--- config.mk ---
export PLATFORM = sky130hd
export DESIGN_NAME = isp_entry_seq
export DESIGN_NICKNAME = d
export VERILOG_FILES = /design/src/rtl/isp_entry_seq.sv
export SDC_FILE = /design/constraint.sdc
export NUM_CORES = 1
export LEC_CHECK = 0
export BUFFER_PORTS_ARGS = -buffer_cell sky130_fd_sc_hd__buf_2
export CAP_MARGIN = 25
export CORE_MARGIN = 2
export CORE_UTILIZATION = 61
export CTS_CLUSTER_DIAMETER = 150
export DETAILED_ROUTE_END_ITERATION = 6
export PLACE_DENSITY = 0.79
export SYNTH_ARGS = -nofsm -noshare
export SYNTH_HDL_FRONTEND = slang
export SYNTH_SLANG_ARGS = --single-unit
--- constraint.sdc ---
create_clock -name clk -period 2.5 [get_ports clk]
set_input_delay 0.125 -clock clk [delete_from_list [all_inputs] [get_ports clk]]
set_output_delay 0.125 -clock clk [all_outputs]
set_load 0.005 [all_outputs]
--- src/rtl/isp_entry_seq.sv ---
module isp_entry_seq #(
  parameter int CLK_HZ        = 50_000_000,
  parameter int SETTLE_US     = 20_000,
  parameter int RST_PULSE_CYC = 8,
  parameter int SCK_DIV       = 8,
  parameter int MAX_RETRY     = 8,
  localparam int RW           = $clog2(MAX_RETRY + 1)
) (
  input  logic          clk,
  input  logic          rst_n,
  input  logic          start,
  input  logic          miso,
  output logic          sck,
  output logic          mosi,
  output logic          tgt_rst,
  output logic          done,
  output logic          fail,
  output logic [RW-1:0] retries
);

  localparam int          SETTLE_CYC = (CLK_HZ / 1_000_000) * SETTLE_US;
  localparam int          TMAX = (SETTLE_CYC > RST_PULSE_CYC)
                                 ? ((SETTLE_CYC > SCK_DIV) ? SETTLE_CYC : SCK_DIV)
                                 : ((RST_PULSE_CYC > SCK_DIV) ? RST_PULSE_CYC : SCK_DIV);
  localparam int          TW = $clog2(TMAX + 1);
  localparam logic [31:0] ENABLE_WORD = 32'hAC53_0000;
  localparam logic [7:0]  SYNC_ECHO   = 8'h53;

  typedef enum logic [2:0] {
    S_IDLE, S_PULSE, S_SETTLE, S_SHIFT, S_CHECK, S_DONE, S_FAIL
  } state_t;

  state_t        st;
  logic [TW-1:0] tmr;
  logic [31:0]   txsh;
  logic [7:0]    rxsh;
  logic [4:0]    bitc;
  logic [RW-1:0] rty;
  logic          sck_q, rst_q;

  wire tmr_zero  = (tmr == '0);
  wire quiescent = (st == S_IDLE) || (st == S_DONE) || (st == S_FAIL);

  always_ff @(posedge clk or negedge rst_n) begin
    if (!rst_n) begin
      st    <= S_IDLE;
      tmr   <= '0;
      txsh  <= '0;
      rxsh  <= '0;
      bitc  <= '0;
      rty   <= '0;
      sck_q <= 1'b0;
      rst_q <= 1'b0;
    end else begin
      case (st)
        S_PULSE: begin
          if (tmr_zero) begin
            rst_q <= 1'b0;
            tmr   <= TW'(SETTLE_CYC - 1);
            st    <= S_SETTLE;
          end else begin
            tmr <= tmr - 1'b1;
          end
        end
        S_SETTLE: begin
          if (tmr_zero) begin
            txsh <= ENABLE_WORD;
            bitc <= '0;
            tmr  <= TW'(SCK_DIV - 1);
            st   <= S_SHIFT;
          end else begin
            tmr <= tmr - 1'b1;
          end
        end
        S_SHIFT: begin
          if (!tmr_zero) begin
            tmr <= tmr - 1'b1;
          end else begin
            tmr <= TW'(SCK_DIV - 1);
            if (!sck_q) begin
              sck_q <= 1'b1;
              if (bitc[4:3] == 2'b10) rxsh <= {rxsh[6:0], miso};
            end else begin
              sck_q <= 1'b0;
              txsh  <= {txsh[30:0], 1'b0};
              bitc  <= bitc + 1'b1;
              if (bitc == 5'd31) st <= S_CHECK;
            end
          end
        end
        S_CHECK: begin
          if (rxsh == SYNC_ECHO) begin
            st <= S_DONE;
          end else if (rty == RW'(MAX_RETRY)) begin
            st <= S_FAIL;
          end else begin
            rty   <= rty + 1'b1;
            rst_q <= 1'b1;
            tmr   <= TW'(RST_PULSE_CYC - 1);
            st    <= S_PULSE;
          end
        end
        default: begin
          if (quiescent && start) begin
            rty   <= '0;
            rst_q <= 1'b1;
            tmr   <= TW'(RST_PULSE_CYC - 1);
            st    <= S_PULSE;
          end
        end
      endcase
    end
  end

  assign sck     = sck_q;
  assign mosi    = (st == S_SHIFT) && txsh[31];
  assign tgt_rst = rst_q;
  assign done    = (st == S_DONE);
  assign fail    = (st == S_FAIL);
  assign retries = rty;

endmodule

==> flow_metrics.py, run 1 <==
metrics = {
    "floorplan": {
        "die-area_um2": 5630,
        "die_w_um": 75.1,
        "ios": 13,
        "core_um2": 4790,
        "start_util": 0.643,
        "die_y_um": 75.1,
        "rows": 25,
    },
    "global_routing": {
        "grt_overflow": 0,
        "grt_max_degree": 59,
        "grt_first_pass_wirelength_mm": 11.7,
        "grt_pass1_vias": 2452,
        "antenna_found_initial": 0,
        "grt_usage": 0.279,
    },
    "yosys": {
        "yosysSeqAreaShare": 0.471,
        "netlist_area_um2": 3080,
        "synthesis.nets": 339,
        "synth_edf_count": 0,
        "yosysWarnings": 0,
        "synthArstFlopShare": 1.00,
        "synth_flop_cell": "dfrtp_1",
        "syn_avg_cell_area_um2": 9.36,
        "ys_seq_elements": 58,
        "synth_cell_types": 51,
        "synthCells": 329,
    },
    "critical_path": {
        "crit_arrival_ps": 2530,
        "slowest_delay_ps": 520,
        "crit_top_cell": "and3_1",
        "slowest_stage": "nor4_1",
        "cp_top_family": "simple AND/OR/NAND/NOR gates",
        "crit_chain": "nor4_1 -> and3_1 -> a31oi_1 -> and3_1 -> a221o_1",
        "required_ps": 2720,
        "rrSetupSlack_ps": 190,
        "reg2reg_depth": 5,
        "cp_max_fo": 14,
        "cp-end-kind": "register",
        "critical_path_class": "reg2reg",
        "r2r_start": "tmr[16]$_DFFE_PN0P_",
        "worstSetupStartpointType": "register",
        "regToRegEndpoint": "tmr[4]$_DFFE_PN0P_",
        "cp.buffers_inverters": 0,
    },
    "placement": {
        "routabilityCongestion": 0.874,
        "port_buffers": 12,
        "dpl.hpwl_mm": 4.73,
    },
    "layout": {
        "n_antenna_cell": 0,
        "fin_nets": 363,
        "drive_above_1_share": 0.165,
        "syn_to_final_growth_pct": 14.1,
        "layout_commonest_cell": "dfrtp_1",
        "final_core_util": 0.734,
        "mostFrequentLayoutCells": "dfrtp_1 (58), nand2_1 (43), o21ai_0 (32), nand3_1 (23), nor2_1 (20)",
    },
    "drt": {
        "post_drt_wl_per_cell_um": 15.8,
        "routed-via-count": 2616,
        "final_antenna_net_count": 0,
        "drt-vias-per-instance": 6.16,
        "wirelength_mm": 6.72,
        "drt_iter0_markers": 230,
        "drc": 0,
        "dr.pass1.iters": 5,
    },
    "sta": {
        "slew_violations": 0,
        "fin_crit_sh": 0.925,
        "max-slew-margin-rel": 0.284,
        "fmax_ghz": 0.432,
        "hold_viol": 0,
        "fin_skew_ps": 4.68,
        "fin_tns_setup_ps": 0,
        "setup-violations-final": 0,
        "fin_crit_ps": 2310,
        "worst_pin_slew_ps": 1070,
        "rsz0062_at_grt": "no",
    },
    "power_and_ir_drop": {
        "p_sw_mw": 1.39,
        "power_switching_share": 0.385,
        "cellLeakagePower_nw": 1.58,
        "internal-power_mw": 2.22,
        "seqPwrFrac": 0.353,
        "max-vdd-ir-drop_mv": 0.606,
        "powerDensity_nw_per_um2": 1030,
        "combinationalPowerShare": 0.384,
        "clkPwrFrac": 0.263,
    },
    "clocking": {
        "cts-root-buf": "clkbuf_8",
        "clkLatencyLatePin_ps": 330,
        "cts_tree": "built",
        "clkTransAtPathRegs_ps": 60,
        "numClockSinks": 58,
        "clockBufferDepth": 2,
        "cts_made_buffers": 9,
        "cts-htree-levels": 3,
    },
    "status": {
        "status": "finished, final reports clean",
    },
    "hold_path": {
        "hold_start": "miso",
        "hold_end": "rxsh[0]$_DFFE_PN0P_",
        "hp-class": "in2reg",
        "whs_path_depth": 2,
    },
    "flow_run": {
        "drv_cap": 0,
    },
}
[synthesized netlist by cell type, types with 3 or more instances]
cell type  count  area share
ha_1           6       0.024
or4_1         12       0.029
buf_2          3      0.0049
a221o_1        3      0.0098
or3_1          5       0.010
o31ai_1        9       0.022
nand4_1        4      0.0081
a21o_1         4      0.0098
nor3_1         8       0.013
o211ai_1       3      0.0073
clkbuf_1      12       0.015
nor2b_1        3      0.0061
nand3_1       23       0.037
nor4_1         4      0.0081
dfrtp_1       58        0.47
nor2_1        20       0.024
and3_1         5       0.010
mux2_2         8       0.029
inv_1          7      0.0085
mux2i_1        3      0.0098
o21ai_0       32       0.052
and2_1         3      0.0061
a21oi_1       14       0.023
nand2b_1       4      0.0081
nand2_1       43       0.052
[state kept, by name (all words and copies together), names as in the netlist]
signal / flops
rxsh: 8
st: 3
bitc: 5
sck: 1
tgt_rst: 1
txsh: 16
retries: 4
tmr: 20
[final cells by class]
cell class | instances | area [µm²]
sequential | 58 | 1450
multi-input combinational | 249 | 1550
timing repair buffer | 28 | 183
fill | 349 | 1270
tap | 67 | 83.8
clock buffer | 11 | 141
clock inverter | 5 | 77.6
inverter | 7 | 26.3
[worst max-delay path by stage]
| stage | startpoint | end | slack, ps | cells after the start |
|---|---|---|---|---|
| after floorplan | tmr[9]$_DFFE_PN0P_ | tmr[14]$_DFFE_PN0P_ | 520 | 4 |
| after global placement | tmr[16]$_DFFE_PN0P_ | tmr[14]$_DFFE_PN0P_ | 390 | 5 |
| after detailed placement | tmr[16]$_DFFE_PN0P_ | tmr[14]$_DFFE_PN0P_ | 270 | 5 |
| after CTS | tmr[16]$_DFFE_PN0P_ | tmr[4]$_DFFE_PN0P_ | 270 | 5 |
| after global routing | tmr[16]$_DFFE_PN0P_ | tmr[4]$_DFFE_PN0P_ | 70 | 5 |
| final | tmr[16]$_DFFE_PN0P_ | tmr[4]$_DFFE_PN0P_ | 190 | 5 |
[power by group through the flow]
stage	registers, mW	logic [mW]	clock network (mW)
floorplan	1.22	0.958	0
global placement	1.27	1.33	0
detailed placement	1.28	1.37	0
CTS	1.27	1.38	0.965
global route	1.30	1.53	1.01
finish	1.28	1.39	0.950
[kinds of logic (layout without fill, tap and decap cells)]
kind of cell | count (synthesis) | in the layout | share of synthesized area
AND/OR/NAND/NOR | 147 | 147 | 0.261
AO/OA/AOI/OAI | 84 | 84 | 0.174
flip-flops | 58 | 58 | 0.471
buffers and inverters | 22 | 51 | 0.0280
multiplexers | 11 | 11 | 0.0390
adder cells (fa/ha/maj) | 6 | 6 | 0.0244
XOR/XNOR | 1 | 1 | 0.00284
[metal layers]
metal	share of wire	track usage
met4	0.016	0.0893
met2	0.49	0.448
met5	0	0
met1	0.45	0.366
met3	0.050	0.0843
[metrics by stage]
stage | hold slack [ps] | std cells | total power [mW] | worst slack (ps) | area [µm²]
4_1_cts | 10.5 | 425 | 3.62 | 269 | 3510
3_5_place_dp | 315 | 408 | 2.65 | 265 | 3290
2_1_floorplan | -171 | 329 | 2.18 | 518 | 3080
3_3_place_gp | 310 | 408 | 2.60 | 391 | 3290
6_report | 23.0 | 425 | 3.61 | 187 | 3510
5_1_grt | 3.73 | 425 | 3.84 | 68.0 | 3510
[repair_timing]
action / 4_1_cts / 5_1_grt
hold endpoints to repair: 58 / 0
resized for setup: 0 / 0
hold buffers: 1 / 0
setup buffers: 0 / 0
(Power assumes the default switching activity.)
==> run 2, diff against run 1 <==
--- a/config.mk
+++ b/config.mk
@@ -7,11 +7,13 @@
 export LEC_CHECK = 0
 export BUFFER_PORTS_ARGS = -buffer_cell sky130_fd_sc_hd__buf_2
 export CAP_MARGIN = 25
+export CORE_ASPECT_RATIO = 1.75
 export CORE_MARGIN = 2
 export CORE_UTILIZATION = 61
 export CTS_CLUSTER_DIAMETER = 150
 export DETAILED_ROUTE_END_ITERATION = 6
 export PLACE_DENSITY = 0.79
+export SLEW_MARGIN = 20
 export SYNTH_ARGS = -nofsm -noshare
 export SYNTH_HDL_FRONTEND = slang
 export SYNTH_SLANG_ARGS = --single-unit
==> run 2 against run 1 <==
Clock skew rose by 1.7 ps. Design area decreased by 2.5%. Combinational power down 5%. Non-clock buffer count fell by 4. Sequential share of layout area up 1.0 points. Via count is 1.4% higher. Flip-flop and latch count unchanged. Fmax grew 0.36%. Global-route usage decreased by 0.76 points. Clock-buffer cell count decreased by 2. Worst hold slack lost 5.4 ps.
==> flow_metrics.py, run 2 (synthesis gave the netlist of run 1 again) <==
metrics = {
    "global_routing": {
        "grt_usage": 0.272,
        "grt_max_degree": 42,
        "use_met2": 0.467,
        "gr-max-usage-layer": "met2",
        "antenna_found_initial": 0,
        "grt_first_pass_wirelength_mm": 11.8,
        "met3_usage": 0.0689,
        "grt_pass1_vias": 2640,
        "grtUsageMet1": 0.300,
        "grt_overflow": 0,
    },
    "power_and_ir_drop": {
        "internal-power_mw": 1.94,
        "combinationalPowerShare": 0.390,
        "cellLeakagePower_nw": 1.54,
        "p_sw_mw": 1.43,
        "seqPwrFrac": 0.383,
        "clkPwrFrac": 0.227,
        "max-vdd-ir-drop_mv": 0.755,
        "power_switching_share": 0.424,
        "powerDensity_nw_per_um2": 985,
    },
    "floorplan": {
        "die_w_um": 57.7,
        "die-area_um2": 5650,
        "rows": 34,
        "ios": 13,
        "die_y_um": 98.0,
        "core_um2": 4930,
        "start_util": 0.624,
    },
    "critical_path": {
        "cp-end-kind": "register",
        "rrSetupSlack_ps": 200,
        "cp_max_fo": 6,
        "crit_arrival_ps": 2570,
        "worstSetupStartpointType": "register",
        "required_ps": 2770,
        "r2r_start": "tmr[3]$_DFFE_PN0P_",
        "reg2reg_depth": 5,
        "regToRegEndpoint": "tmr[11]$_DFFE_PN0P_",
        "critical_path_class": "reg2reg",
    },
    "sta": {
        "fmax_ghz": 0.434,
        "max-slew-margin-rel": 0.587,
        "fin_ws_ps": 195,
        "hold_viol": 0,
        "fin_skew_ps": 6.40,
        "fin_tns_setup_ps": 0,
        "setup-violations-final": 0,
        "rsz0062_at_grt": "no",
        "slew_violations": 0,
        "worst_pin_slew_ps": 620,
        "fin_crit_ps": 2300,
        "fin_crit_sh": 0.922,
    },
    "clocking": {
        "cts_tree": "built",
        "cts-root-buf": "clkbuf_8",
        "clockBufferDepth": 2,
        "clkLatencyLatePin_ps": 340,
        "clkTransAtPathRegs_ps": 70,
        "numClockSinks": 58,
        "cts_made_buffers": 9,
        "cts_resized": 0,
        "cts-htree-levels": 3,
    },
    "layout": {
        "layout_commonest_cell": "dfrtp_1",
        "mostFrequentLayoutCells": "dfrtp_1 (58), nand2_1 (43), o21ai_0 (32), nand3_1 (23), nor2_1 (20)",
        "largest_reg_flops": 20,
        "fin_nets": 359,
        "regMostFlops": "tmr",
        "drive_above_1_share": 0.158,
        "fill_cells": 385,
        "n_antenna_cell": 0,
        "top_regs": "tmr: 20 flops, txsh: 16 flops, rxsh: 8 flops",
        "syn_to_final_growth_pct": 11.3,
    },
    "hold_path": {
        "hp-class": "in2reg",
        "hold_end": "rxsh[0]$_DFFE_PN0P_",
        "hold_start": "miso",
        "whs_path_depth": 2,
    },
    "placement": {
        "routabilityCongestion": 0.864,
        "dpl.hpwl_mm": 4.81,
        "port_buffers": 12,
        "place_ws_ps": 259,
    },
    "drt": {
        "post_drt_wl_per_cell_um": 17.0,
        "dr.pass1.iters": 4,
        "drt-vias-per-instance": 6.50,
        "final_antenna_net_count": 0,
        "wirelength_mm": 6.93,
        "routed-via-count": 2652,
        "drt_iter0_markers": 165,
        "drc": 0,
    },
    "status": {
        "status": "finished, final reports clean",
    },
    "flow_run": {
        "drv_cap": 0,
    },
}
## run 2: what timing repair did
item | CTS | global route
hold buffers | 1 | 0
hold endpoints to repair | 17 | 0
setup buffers | 0 | 0
## run 2: critical path, stage by stage, from the launching register on
cell and delay (ps):
dfrtp_1 420, nor4_1 560, nand2_1 250, or4_1 450
or4_1 400, a21oi_1 140
## run 2: worst max-delay path by stage
| stage | from | endpoint | slack (ps) |
|---|---|---|---|
| 6_report | tmr[3]$_DFFE_PN0P_ | tmr[11]$_DFFE_PN0P_ | 200 |
| 5_1_grt | tmr[3]$_DFFE_PN0P_ | tmr[11]$_DFFE_PN0P_ | 100 |
| 4_1_cts | tmr[3]$_DFFE_PN0P_ | tmr[11]$_DFFE_PN0P_ | 250 |
| 3_5_place_dp | tmr[3]$_DFFE_PN0P_ | tmr[11]$_DFFE_PN0P_ | 260 |
| 3_3_place_gp | tmr[3]$_DFFE_PN0P_ | tmr[11]$_DFFE_PN0P_ | 300 |
| 2_1_floorplan | tmr[9]$_DFFE_PN0P_ | tmr[14]$_DFFE_PN0P_ | 520 |
## run 2: area by class of cell
type,instances,area (µm²),area share
Multi-Input combinational cell,249,1550,0.453
Sequential cell,58,1450,0.423
Timing Repair Buffer,24,153,0.0445
Clock buffer,9,124,0.0361
Tap cell,54,67.6,0.0197
Clock inverter,7,55.1,0.0161
Inverter,7,26.3,0.00766
## run 2: power groups by stage
stage	logic, mW	registers [mW]	clock network [mW]
6_report	1.32	1.29	0.768
5_1_grt	1.44	1.32	0.832
4_1_cts	1.29	1.29	0.786
3_5_place_dp	1.28	1.31	0
3_3_place_gp	1.26	1.30	0
2_1_floorplan	0.958	1.22	0
## run 2: metal layers
metal  vias up  routed length, µm
li1       1263                  -
met1      1290               2730
met2        80               3670
met3        19                294
met4         0                229
met5         -                  0
## run 2: per-stage QoR
stage / power, mW / cell area [µm²] / util / cells / hold WS (ps)
floorplan: 2.18 / 3080 / - / 329 / -171
global placement: 2.56 / 3240 / 0.656 / 391 / 70.0
detailed placement: 2.58 / 3240 / 0.656 / 391 / 69.3
CTS: 3.37 / 3430 / 0.695 / 408 / 7.11
global route: 3.59 / 3430 / 0.695 / 408 / 2.49
finish: 3.38 / 3430 / 0.695 / 408 / 17.5
